<file path="src/rtl/pcm_prog_pkg.sv">
package pcm_prog_pkg;

  typedef enum logic [1:0] {
    ST_IDLE   = 2'd0,
    ST_PULSE  = 2'd1,
    ST_SETTLE = 2'd2,
    ST_DONE   = 2'd3
  } prog_state_t;

  // zero in a timing field is taken as one
  function automatic logic [15:0] floor_one16(input logic [15:0] v);
    return (v == 16'd0) ? 16'd1 : v;
  endfunction

  function automatic logic [7:0] floor_one8(input logic [7:0] v);
    return (v == 8'd0) ? 8'd1 : v;
  endfunction

endpackage

</file>
<file path="src/rtl/pcm_pulse_timer.sv">
module pcm_pulse_timer #(
  parameter int TW = 16,
  parameter int CW = 8
) (
  input  logic          clk,
  input  logic          rst_n,
  input  logic          run,
  input  logic [TW-1:0] on_time,
  input  logic [TW-1:0] period,
  input  logic [CW-1:0] count,
  output logic          active,
  output logic          train_end
);
  import pcm_prog_pkg::*;

  logic [TW-1:0] slot;
  logic [CW-1:0] idx;
  logic [TW-1:0] on_e, per_e;
  logic [CW-1:0] cnt_e;
  logic          slot_last, idx_last;

  assign on_e      = floor_one16(on_time);
  assign per_e     = floor_one16(period);
  assign cnt_e     = floor_one8(count);
  assign slot_last = (slot == per_e - 1'b1);
  assign idx_last  = (idx == cnt_e - 1'b1);
  assign active    = run && (slot < on_e);
  assign train_end = run && slot_last && idx_last;

  always_ff @(posedge clk or negedge rst_n) begin
    if (!rst_n) begin
      slot <= '0;
      idx  <= '0;
    end else if (!run) begin
      slot <= '0;
      idx  <= '0;
    end else if (slot_last) begin
      slot <= '0;
      idx  <= idx_last ? '0 : idx + 1'b1;
    end else begin
      slot <= slot + 1'b1;
    end
  end
endmodule

</file>
<file path="src/rtl/pcm_seg_select.sv">
module pcm_seg_select #(
  parameter int NSEG = 15,
  parameter int IW   = 5
) (
  input  logic            en,
  input  logic            serial,
  input  logic [IW-1:0]   lo,
  input  logic [IW-1:0]   hi,
  input  logic [IW-1:0]   cur,
  output logic [NSEG-1:0] heat
);
  for (genvar k = 0; k < NSEG; k++) begin : g_seg
    localparam logic [IW-1:0] KIDX = IW'(k);
    logic in_win, hit;
    assign in_win  = (KIDX >= lo) && (KIDX < hi);
    assign hit     = serial ? (KIDX == cur) : in_win;
    assign heat[k] = en && hit;
  end
endmodule

</file>
<file path="src/rtl/pcm_weight_prog.sv">
module pcm_weight_prog #(
  parameter int WBITS = 4,
  parameter int TW    = 16,
  parameter int CW    = 8,
  localparam int NSEG = (1 << WBITS) - 1,
  localparam int IW   = WBITS + 1
) (
  input  logic             clk,
  input  logic             rst_n,
  input  logic             req_valid,
  output logic             req_ready,
  input  logic [WBITS-1:0] req_code,
  input  logic             cfg_serial,
  input  logic [CW-1:0]    cfg_anneal_cnt,
  input  logic [TW-1:0]    cfg_anneal_on,
  input  logic [TW-1:0]    cfg_anneal_per,
  input  logic [CW-1:0]    cfg_melt_cnt,
  input  logic [TW-1:0]    cfg_melt_on,
  input  logic [TW-1:0]    cfg_melt_per,
  input  logic [TW-1:0]    cfg_settle,
  output logic [NSEG-1:0]  heat_en,
  output logic             pulse_melt,
  output logic             done,
  output logic [WBITS-1:0] stored_code,
  output logic             stored_valid
);
  import pcm_prog_pkg::*;

  prog_state_t      state;
  logic             kind_melt, pend_anneal, known;
  logic [IW-1:0]    lo, hi, cur;
  logic [WBITS-1:0] target, value;
  logic [TW-1:0]    settle_tmr;

  // named events for the checker
  logic accept, busy, pulsing, train_end, pulse_active, seg_more, gap_on;

  assign req_ready = (state == ST_IDLE);
  assign busy      = !req_ready;
  assign accept    = req_valid && req_ready;
  assign pulsing   = (state == ST_PULSE);
  assign seg_more  = cfg_serial && (kind_melt ? (cur > lo) : (cur + 1'b1 < hi));
  assign gap_on    = cfg_serial && (cfg_settle != '0);

  pcm_pulse_timer #(.TW(TW), .CW(CW)) u_timer (
    .clk       (clk),
    .rst_n     (rst_n),
    .run       (pulsing),
    .on_time   (kind_melt ? cfg_melt_on  : cfg_anneal_on),
    .period    (kind_melt ? cfg_melt_per : cfg_anneal_per),
    .count     (kind_melt ? cfg_melt_cnt : cfg_anneal_cnt),
    .active    (pulse_active),
    .train_end (train_end)
  );

  pcm_seg_select #(.NSEG(NSEG), .IW(IW)) u_select (
    .en     (pulse_active),
    .serial (cfg_serial),
    .lo     (lo),
    .hi     (hi),
    .cur    (cur),
    .heat   (heat_en)
  );

  assign pulse_melt   = pulsing && kind_melt;
  assign done         = (state == ST_DONE);
  assign stored_code  = value;
  assign stored_valid = known;

  always_ff @(posedge clk or negedge rst_n) begin
    if (!rst_n) begin
      state       <= ST_IDLE;
      kind_melt   <= 1'b0;
      pend_anneal <= 1'b0;
      known       <= 1'b0;
      lo          <= '0;
      hi          <= '0;
      cur         <= '0;
      target      <= '0;
      value       <= '0;
      settle_tmr  <= '0;
    end else begin
      unique case (state)
        ST_IDLE: if (accept) begin
          target <= req_code;
          if (!known) begin
            kind_melt   <= 1'b1;
            lo          <= '0;
            hi          <= IW'(NSEG);
            cur         <= IW'(NSEG - 1);
            pend_anneal <= (req_code != '0);
            state       <= ST_PULSE;
          end else if (req_code == value) begin
            state <= ST_DONE;
          end else if (req_code > value) begin
            kind_melt   <= 1'b0;
            lo          <= {1'b0, value};
            hi          <= {1'b0, req_code};
            cur         <= {1'b0, value};
            pend_anneal <= 1'b0;
            state       <= ST_PULSE;
          end else begin
            kind_melt   <= 1'b1;
            lo          <= {1'b0, req_code};
            hi          <= {1'b0, value};
            cur         <= {1'b0, value} - 1'b1;
            pend_anneal <= 1'b0;
            state       <= ST_PULSE;
          end
        end
        ST_PULSE: if (train_end) begin
          settle_tmr <= '0;
          if (seg_more) begin
            cur   <= kind_melt ? cur - 1'b1 : cur + 1'b1;
            state <= gap_on ? ST_SETTLE : ST_PULSE;
          end else if (pend_anneal) begin
            pend_anneal <= 1'b0;
            kind_melt   <= 1'b0;
            lo          <= '0;
            hi          <= {1'b0, target};
            cur         <= '0;
            state       <= gap_on ? ST_SETTLE : ST_PULSE;
          end else begin
            value <= target;
            known <= 1'b1;
            state <= ST_DONE;
          end
        end
        ST_SETTLE: begin
          if (settle_tmr == cfg_settle - 1'b1) state <= ST_PULSE;
          else settle_tmr <= settle_tmr + 1'b1;
        end
        ST_DONE: state <= ST_IDLE;
        default: state <= ST_IDLE;
      endcase
    end
  end
endmodule

</file>
<file path="config.mk">
export PLATFORM = sky130hd
export DESIGN_NAME = pcm_weight_prog
export DESIGN_NICKNAME = d
export VERILOG_FILES = /design/src/rtl/pcm_prog_pkg.sv /design/src/rtl/pcm_pulse_timer.sv /design/src/rtl/pcm_seg_select.sv /design/src/rtl/pcm_weight_prog.sv
export SDC_FILE = /design/constraint.sdc
export NUM_CORES = 1
export LEC_CHECK = 0
export ABC_AREA = 1
export CORE_MARGIN = 5
export CORE_UTILIZATION = 35
export CTS_BUF_LIST = sky130_fd_sc_hd__clkbuf_4 sky130_fd_sc_hd__clkbuf_8 sky130_fd_sc_hd__clkbuf_16
export DETAILED_ROUTE_END_ITERATION = 7
export DONT_BUFFER_PORTS = 1
export GPL_ROUTABILITY_DRIVEN = 1
export SLEW_MARGIN = 20
export SYNTH_ARGS = -nofsm -noshare
export SYNTH_HDL_FRONTEND = slang
export SYNTH_SLANG_ARGS = --single-unit
export TNS_END_PERCENT = 10
</file>
<file path="constraint.sdc">
create_clock -name clk -period 10 [get_ports clk]
set_clock_uncertainty 0.2 [all_clocks]
set_input_delay 1 -clock clk [delete_from_list [all_inputs] [get_ports clk]]
set_output_delay 1 -clock clk [all_outputs]
set_load 0.02 [all_outputs]
</file>
# == After elaboration in Yosys (flattened, before gate mapping) ==
# Index checks and enable logic that the tools add are counted.
# op_classes
add_sub_neg,9
magnitude_cmp,34
n_eq_ne,30
n_mux,77
n_bitwise,2
n_reduce_logical,53
# ops
cell,count
$mux W16,8
$mux W5,19
$mux W8,5
$logic_and A1 B1 Y1,37
$eq A4 B5 Y1 const A,7
$ge A4 B5 Y1 const A,7
$lt A4 B5 Y1 const A,7
$add A16 B1 Y16 const B,2
$eq A16 B16 Y1,2
$logic_not A16 Y1,2
$pmux W16 S2,1
$sub A16 B1 Y16 const B,2
$pmux W5 S2,3
$mux W1,28
$eq A3 B5 Y1 const A,4
$ge A3 B5 Y1 const A,4
$lt A3 B5 Y1 const A,4
$lt A16 B16 Y1,1
$mux W2,8
$reduce_bool A16 Y1,1
$eq A2 B5 Y1 const A,2
$ge A1 B5 Y1 const A,2
$ge A2 B5 Y1 const A,2
$lt A1 B5 Y1 const A,2
32 further kinds,45
# totals
reg_bits,68
input_bits,104
output_inout_bits,23
elab_cells,217

# == Depth between registers and ports, before layout ==
# Gate-level depths: netlist of run 1.
# logic_depth
depth_word,9
mapped_depth,25
mapped_depth_nobuf,23

# == By module ==
# From an unflattened synthesis of run 1, not the netlist that was laid out.
# unflattened
cells_unflattened,1228
area_unflattened_um2,7388.3
# modules_own_cells
module,instances,cells_per_inst,area_each_um2,seq_area_each_um2
pcm_weight_prog,1,673,4015.1,1051.0
pcm_pulse_timer,1,415,2745.1,600.6
pcm_seg_select,1,140,628.1,0.0

# == Least setup slack after synthesis of run 1 ==
# Ideal clock, no wire load.
# synth_timing
path_type,input to output
start,input port cfg_melt_on[9]
end,output port heat_en[0]
arrival_time_ns,2.772
required_ns,8.800
setup_slack_ns,6.028
cell_stages,12
path_buffers,1
cell_sequence,nand2_1 nand2_1 inv_1 ha_1 a21oi_1 nor2_1 a211oi_1 nor3_1 a2111oi_0 nand3_1 buf_2 nor2_1
# synth_via
elab_chain_cells,6
# synth_lines
element,line_no,rtl
start: declaration,pcm_weight_prog.sv:18,"input logic [TW-1:0] cfg_melt_on,"
$mux W16 (*),pcm_weight_prog.sv:49,".on_time (kind_melt ? cfg_melt_on : cfg_anneal_on),"
$logic_not A16 Y1,pcm_prog_pkg.sv:12,return (v == 16'd0) ? 16'd1 : v;
$mux W16 (*),pcm_prog_pkg.sv:12,
$lt A16 B16 Y1 (*),pcm_pulse_timer.sv:27,assign active = run && (slot < on_e);
$logic_and A1 B1 Y1 (*),pcm_pulse_timer.sv:27,
$logic_and A1 B1 Y1 (*),pcm_seg_select.sv:17,assign heat[k] = en && hit;
end: declaration,pcm_weight_prog.sv:21,"output logic [NSEG-1:0] heat_en,"
# Mark *: on every way between the ends. The rest lies on a longest branch, timed or not.

# == Final worst setup path of run 1 ==
# layout_timing
start,register kind_melt
end,output port heat_en[12]
# layout_via
elab_chain_cells,6
# layout_lines
element,line_no,rtl
start: declaration,pcm_weight_prog.sv:30,"logic kind_melt, pend_anneal, known;"
start signal: assignment,pcm_weight_prog.sv:73,kind_melt <= 1'b0;
start signal: assignment,pcm_weight_prog.sv:87,kind_melt <= 1'b1;
start signal: assignment,pcm_weight_prog.sv:96,kind_melt <= 1'b0;
$mux W16 (*),pcm_weight_prog.sv:49,
$logic_not A16 Y1,pcm_prog_pkg.sv:12,
$mux W16 (*),pcm_prog_pkg.sv:12,
$lt A16 B16 Y1 (*),pcm_pulse_timer.sv:27,
$logic_and A1 B1 Y1 (*),pcm_pulse_timer.sv:27,
$logic_and A1 B1 Y1 (*),pcm_seg_select.sv:17,
# Marks and branches as above.

==> metrics.txt, run 1 <==
share of cells above drive strength 1 4.71%; first-pass GRT wire length 30200 µm; Worst-path clk slew 0.06 ns; initial antenna violation count 0; Skew-Pair Late Insertion Delay 0.34 ns; synth top area cells dfrtp_1 24%, nand2_1 16%, nor2_1 7.8%; Area growth syn-to-layout 7.09%; pwr dens 96.5 nW/µm²; site row count 51; crit path kind flip-flop to primary output; CP startpoint kind_melt; GPL Wtd Cong 0.928; cell taking the most area after synthesis dfrtp_1; Routed Antenna Nets 0; max cap viols 0; sequential area share after synthesis 24.2%; Die Y approximately 150 µm; worst slew pin tran 0.976 ns; CTS Buffer Depth 2; TNS Setup 0 ns; initial DRC count between 300 and 400; Min Hold Slack 0.157 ns; largest net degree at the start of global routing 67; ys flop type dfrtp_1; CTS Sinks 66; hold_buf cts 0; # DRC 0; number of global-route vias before repair 6119; starting density of the core 35.2%; Max rail drop VDD 0.0654 mV; wirelength, routed roughly 18000 µm; critical path startpoint category flip-flop; Routed WL per cell 13.8 µm; CTS root buf clkbuf_16; CTS resizes 0; port bufs 0; Final Max Tran Viols 0; Via Count 6421; DIE AREA 22400 µm²; Fill cells 2071; status complete, no violations; leakage 3.44 nW; Netlist cell types 50; unrepaired setup endpoints after global routing false; worst rel slew slack 34.9%; H-tree levels 3; Mapped Cells 1049; Cell Area, Synth 6810 µm²; vias per std cell 4.92; Critical R2R Launch kind_melt; syn_nets 1191; warnings from Yosys 0; Worst Path Required 8.80 ns; Final Hold Violating Endpoints 0; Global Route Usage Sum between 10% and 20%; share of the synthesized area in the top cell type between 20% and 30%; hpwl dp 14500 µm; Final Setup Violations 0; diode count 0; Post-Syn Area per Cell 6.49 µm²; crit path DAT between 4 and 5 ns; FF+latch count, synth 66; I/O Pins 127; Worst setup EP type primary output; Hold Path Class input port to async pin; FFs w/ async S/R, synth 100%; drt pass-1 iters 5; Post-CTS Setup Repair Bufs 0; CTS tree done; Core ar. just under 20000 µm²; fmax about 180 MHz; nets@finish 1178; Die X 150 µm; critical path peak fanout 49; Final min period 5.47 ns; GR Overflow Total 0; Tcrit/Tclk final between 50% and 60%; Post-synth EDFFs 0; CTS Buf Count 9
-- worst max-delay path, cell delays in order, from the launching register on --
cell       delay, ns
dfrtp_2         0.98
inv_2           0.50
nand2_1         0.15
nand2_1         0.07
inv_1           0.09
ha_1            0.24
a21oi_1         0.13
nor2_1          0.05
a211oi_1        0.20
nor3_1          0.07
a2111oi_0       0.33
nand3_1         0.51
nor2_1          0.55
-- per-stage QoR --
step | cells | total power, mW | instance area (µm²) | worst slack [ns] | util [%]
global placement | 1290 | 0.393 | 7000 | 4.99 | 36.2
floorplan | 1049 | 0.373 | 6810 | 6.03 | -
CTS | 1306 | 0.714 | 7290 | 4.57 | 37.7
global route | 1306 | 0.740 | 7290 | 4.13 | 37.7
finish | 1306 | 0.704 | 7290 | 4.53 | 37.7
detailed placement | 1290 | 0.393 | 7000 | 4.88 | 36.2
-- power breakdown --
part           leakage [nW]  internal (mW)  switching, mW  total [mW]
Clock                 0.146          0.196          0.119       0.315
Sequential            0.897          0.275        0.00996       0.285
Combinational          2.40         0.0421         0.0619       0.104
Total                  3.44          0.513          0.191       0.704
-- synth_stat cells (5+ instances only) --
| cell | instances |
|---|---|
| nor4_1 | 8 |
| xnor2_1 | 20 |
| ha_1 | 38 |
| buf_4 | 5 |
| dfrtp_1 | 66 |
| mux2i_1 | 12 |
| clkbuf_1 | 8 |
| xor2_1 | 60 |
| o21ai_0 | 39 |
| nor2_1 | 142 |
| nor2_2 | 6 |
| o22ai_1 | 8 |
| or2_2 | 9 |
| a32oi_1 | 8 |
| inv_1 | 126 |
| nor3_1 | 35 |
| buf_2 | 7 |
| nand2_1 | 284 |
| a21oi_1 | 28 |
| nand4_1 | 35 |
| nand3_1 | 54 |
-- cell usage in the layout, fill, tap and decap left out, types with 3 or more instances in the layout --
cell | synthesis | layout
a211oi_1 | 4 | 4
a21oi_1 | 28 | 28
a22oi_1 | 4 | 4
a32oi_1 | 8 | 8
clkbuf_16 | 0 | 9
dfrtp_1 | 66 | 65
ha_1 | 38 | 38
inv_1 | 126 | 126
inv_2 | 3 | 3
mux2i_1 | 12 | 12
nand2_1 | 284 | 284
nand2_2 | 4 | 4
nand3_1 | 54 | 54
nand3b_1 | 4 | 4
nand4_1 | 35 | 35
nor2_1 | 142 | 142
nor2_2 | 6 | 6
nor3_1 | 35 | 35
nor4_1 | 8 | 8
o21ai_0 | 39 | 39
o22ai_1 | 8 | 8
or2_2 | 9 | 9
xnor2_1 | 20 | 20
xor2_1 | 60 | 60
-- final cells by class --
class / instances / area, µm² / share of cell area [%]
Tap cell: 265 / 332 / 4.55
Clock buffer: 10 / 233 / 3.19
Inverter: 130 / 488 / 6.69
Clock inverter: 6 / 65.1 / 0.892
Sequential cell: 66 / 1650 / 22.7
Multi-Input combinational cell: 829 / 4520 / 62.0
-- layer usage --
| layer | global-route usage [%] | part of all wire, % | wire length, µm |
|---|---|---|---|
| met1 | 22.8 | 48 | 8670 |
| met2 | 26.7 | 45 | 8210 |
| met3 | 2.51 | 5.3 | 950 |
| met5 | 0 | 0 | 0 |
| met4 | 4.62 | 1.4 | 244 |
-- final timing paths --
check                                   to  slack, ns  depth (start not counted)
max                            heat_en[12]       4.53                         12
min                        u_timer.slot[1]       0.16                          0
max reg2reg                      kind_melt       4.84                         23
min reg2reg                 stored_code[0]       0.31                          2
max in group asynchronous        kind_melt       9.28                          0
min in group clk            stored_code[0]       0.31                          2
-- sequential cells by signal (all words and copies together) (netlist names) --
register and cells:
u_timer.idx 8, hi 4, cur 5, kind_melt 1, state 2, target 4, stored_code 4, u_timer.slot 16
lo 4, settle_tmr 16, stored_valid 1, pend_anneal 1
-- cell families after synthesis --
family / count (synthesis) / share of synthesized area, %
AND/OR/NAND/NOR: 590 / 37.6
buffers and inverters: 154 / 9.33
AO/OA/AOI/OAI: 109 / 9.77
XOR/XNOR: 80 / 10.3
flip-flops: 66 / 24.2
adder cells (fa/ha/maj): 38 / 6.98
multiplexers: 12 / 1.76
(Power assumes the default switching activity.)
==> run 2: changes to the inputs <==
clock period = 5.38 ns   (was 10 ns; I/O delays follow)
==> run 2 against run 1 <==
Compared with the run above:
- hold slack gained 0.028 ns
- critical endpoint is now kind_melt
- combinational power up 99%
- die area did not move
- via count up 2.4%
- register-to-register slack worse by 4.1 ns
- count of clock-buffer cells in the layout grew 1
- cell count rose by 0.38%
==> metrics.txt, run 2 (synthesized netlist as in run 1, its figures left out) <==
hpwl dp 14600 µm (+0.24%); number of global-route vias before repair 6153 (+0.56%); port bufs 0 (unchanged); power share of the clock group 45.3% (+0.5 points); Hold Path Class input port to flip-flop; worst slew pin tran 0.697 ns (-0.279 ns); unrepaired setup endpoints after global routing false; Die X 150 µm (unchanged); Via Count 6575 (+2.4%); Worst setup EP type flip-flop; CP most frequent cell nand2_1; GRT busiest layer met2; critical path peak fanout 30 (-39%); diode count 0 (unchanged); most common cell after layout, fill and taps aside nand2_1; Post-CTS Setup Repair Bufs 0 (unchanged); CTS resizes 0 (unchanged); starting density of the core 35.2% (unchanged); Final Max Tran Viols 0 (unchanged); PnR Total Power 1.35 mW (+91%); Worst path slowest cell dfrtp_2; nets@finish 1183 (+0.42%); Cell Chain, Critical Path inv_2 > nand2_1 > nand2_1 > nor2_2 > nand2_1 > nor2_1 > nand2_1 > nand2_2 > inv_2 > ha_1 > nand4_1 > nor3_1 > nand2_1 > xor2_1 > inv_1 > a21oi_1 > nand2_1 > nor2_1 > nand2_1 > o21bai_2 > nand3_4 > nand2_1 > nand2_1; Worst path top cell family by delay simple AND/OR/NAND/NOR gates; vias per std cell 5.02 (+2.0%); CTS tree done; drt pass-1 iters 5 (unchanged); wirelength, routed 18300 µm (+1.1%); I/O Pins 127 (unchanged); crit path kind flip-flop to flip-flop; CTS Buffer Depth 2 (unchanged); Final min period 4.61 ns; Final Hold Violating Endpoints 0 (unchanged); Multi-input gate area 4520 µm² (unchanged); CTS root buf clkbuf_16; Logic pwr share 15.4% (+0.6 points); leakage 3.48 nW (+1.1%); max cap viols 0 (unchanged); Area growth syn-to-layout 8.19%; first-pass GRT wire length 30500 µm (+0.98%); Sw Ratio 27.4% (+0.29 points); Min Hold Slack 0.185 ns (+0.0276 ns); status complete, no violations; met2 track demand over resource 26.3% (-0.34 points); GPL Wtd Cong 0.949 (+2.2%); crit path DAT 4.62 ns (+0.35 ns); CTS Buf Count 9 (unchanged); largest net degree at the start of global routing 67 (unchanged); worst path buffer plus inverter count 3 (+1); Skew-Pair Late Insertion Delay 0.34 ns (about the same); GR Layer Usage met3 2.39% (-0.12 points); Routed WL per cell 13.9 µm (+0.73%); Seq pwr share 39.3% (-1.1 points); site row count 51 (unchanged); worst rel slew slack 53.3% (+18 points); pwr dens 183 nW/µm² (+89%); Routed Antenna Nets 0 (unchanged); Tcrit/Tclk final 85.7%; Worst Path Required 5.39 ns (-3.41 ns); Sequential Area 1650 µm² (unchanged); Final Setup Violations 0 (unchanged); initial antenna violation count 0 (unchanged); CTS Sinks 66 (unchanged); initial DRC count 541 (+66%); Die Y 150 µm (unchanged); DIE AREA 22400 µm² (unchanged); Worst-path clk slew 0.06 ns (about the same); fmax 217 MHz; Core ar. 19300 µm² (unchanged); TNS Setup 0 ns (unchanged); # DRC 0 (unchanged); critical path startpoint category flip-flop; most frequent cells in the layout 284 x nand2_1, 142 x nor2_1, 126 x inv_1, 65 x dfrtp_1, 60 x xor2_1; net load switching power 0.369 mW (+93%); Top Registers settle_tmr: 16 flops, u_timer.slot: 16 flops, u_timer.idx: 8 flops; H-tree levels 3 (unchanged); Max rail drop VDD 0.147 mV (+120%); met1 usage 23.6% (+0.75 points); Global Route Usage Sum 16.6% (+0.11 points); Fill cells 2082 (+0.53%); GR Overflow Total 0 (unchanged); Max stage delay on crit path 0.58 ns (-0.40 ns); Pint 0.976 mW (+90%); share of cells above drive strength 1 5.07% (+0.36 points)
[run 2: changes by cell type in the layout (fill, tap and decap cells not counted), sizes merged]
cell / change
clkbuf: +1
clkinv: -1
buf: +4
dlygate4sd3: +1
[run 2: layout make-up]
cell class | count | area share [%]
Clock buffer | 11 | 3.43
Clock inverter | 5 | 0.815
Inverter | 130 | 6.62
Multi-Input combinational cell | 829 | 61.4
Sequential cell | 66 | 22.4
Tap cell | 265 | 4.50
Timing Repair Buffer | 5 | 0.815
[run 2: per-stage QoR]
stage | cell area, µm² | std cells | setup WS [ns] | utilization [%]
finish | 7370 | 1311 | 0.771 | 38.1
global route | 7370 | 1311 | 0.225 | 38.1
CTS | 7370 | 1311 | 0.760 | 38.1
detailed placement | 7020 | 1293 | 0.779 | 36.3
global placement | 7020 | 1293 | 0.930 | 36.3
floorplan | 6810 | 1049 | 1.96 | -
[run 2: final timing paths]
| check | cells after the start | slack (ns) | to | start |
|---|---|---|---|---|
| worst min-delay path | 2 | 0.18 | target[1] | req_code[1] |
| max in group asynchronous | 2 | 4.15 | kind_melt | rst_n |
| worst max-delay path | 23 | 0.77 | kind_melt | kind_melt |
| worst min register to register | 2 | 0.31 | stored_code[1] | target[1] |
| min in group asynchronous | 2 | 0.55 | u_timer.slot[7] | rst_n |
| worst max register to register | 23 | 0.77 | kind_melt | kind_melt |
[run 2: timing repair]
item	in CTS	in global routing
endpoints found under the setup margin	0	0
hold endpoints to repair	66	0
hold buffers	2	0
[run 2: per-layer routing]
metal  vias to the layer above  wire [µm]
met2                       181       8350
met5                         -          0
li1                       3404          -
met1                      2970       8700
met4                         0        262
met3                        20        961
[run 2: power groups by stage]
stage	Combinational, mW	Sequential (mW)	Clock, mW
floorplan	0.162	0.530	0
global placement	0.191	0.538	0
CTS	0.209	0.529	0.627
detailed placement	0.194	0.538	0
finish	0.207	0.529	0.610
global route	0.244	0.530	0.654
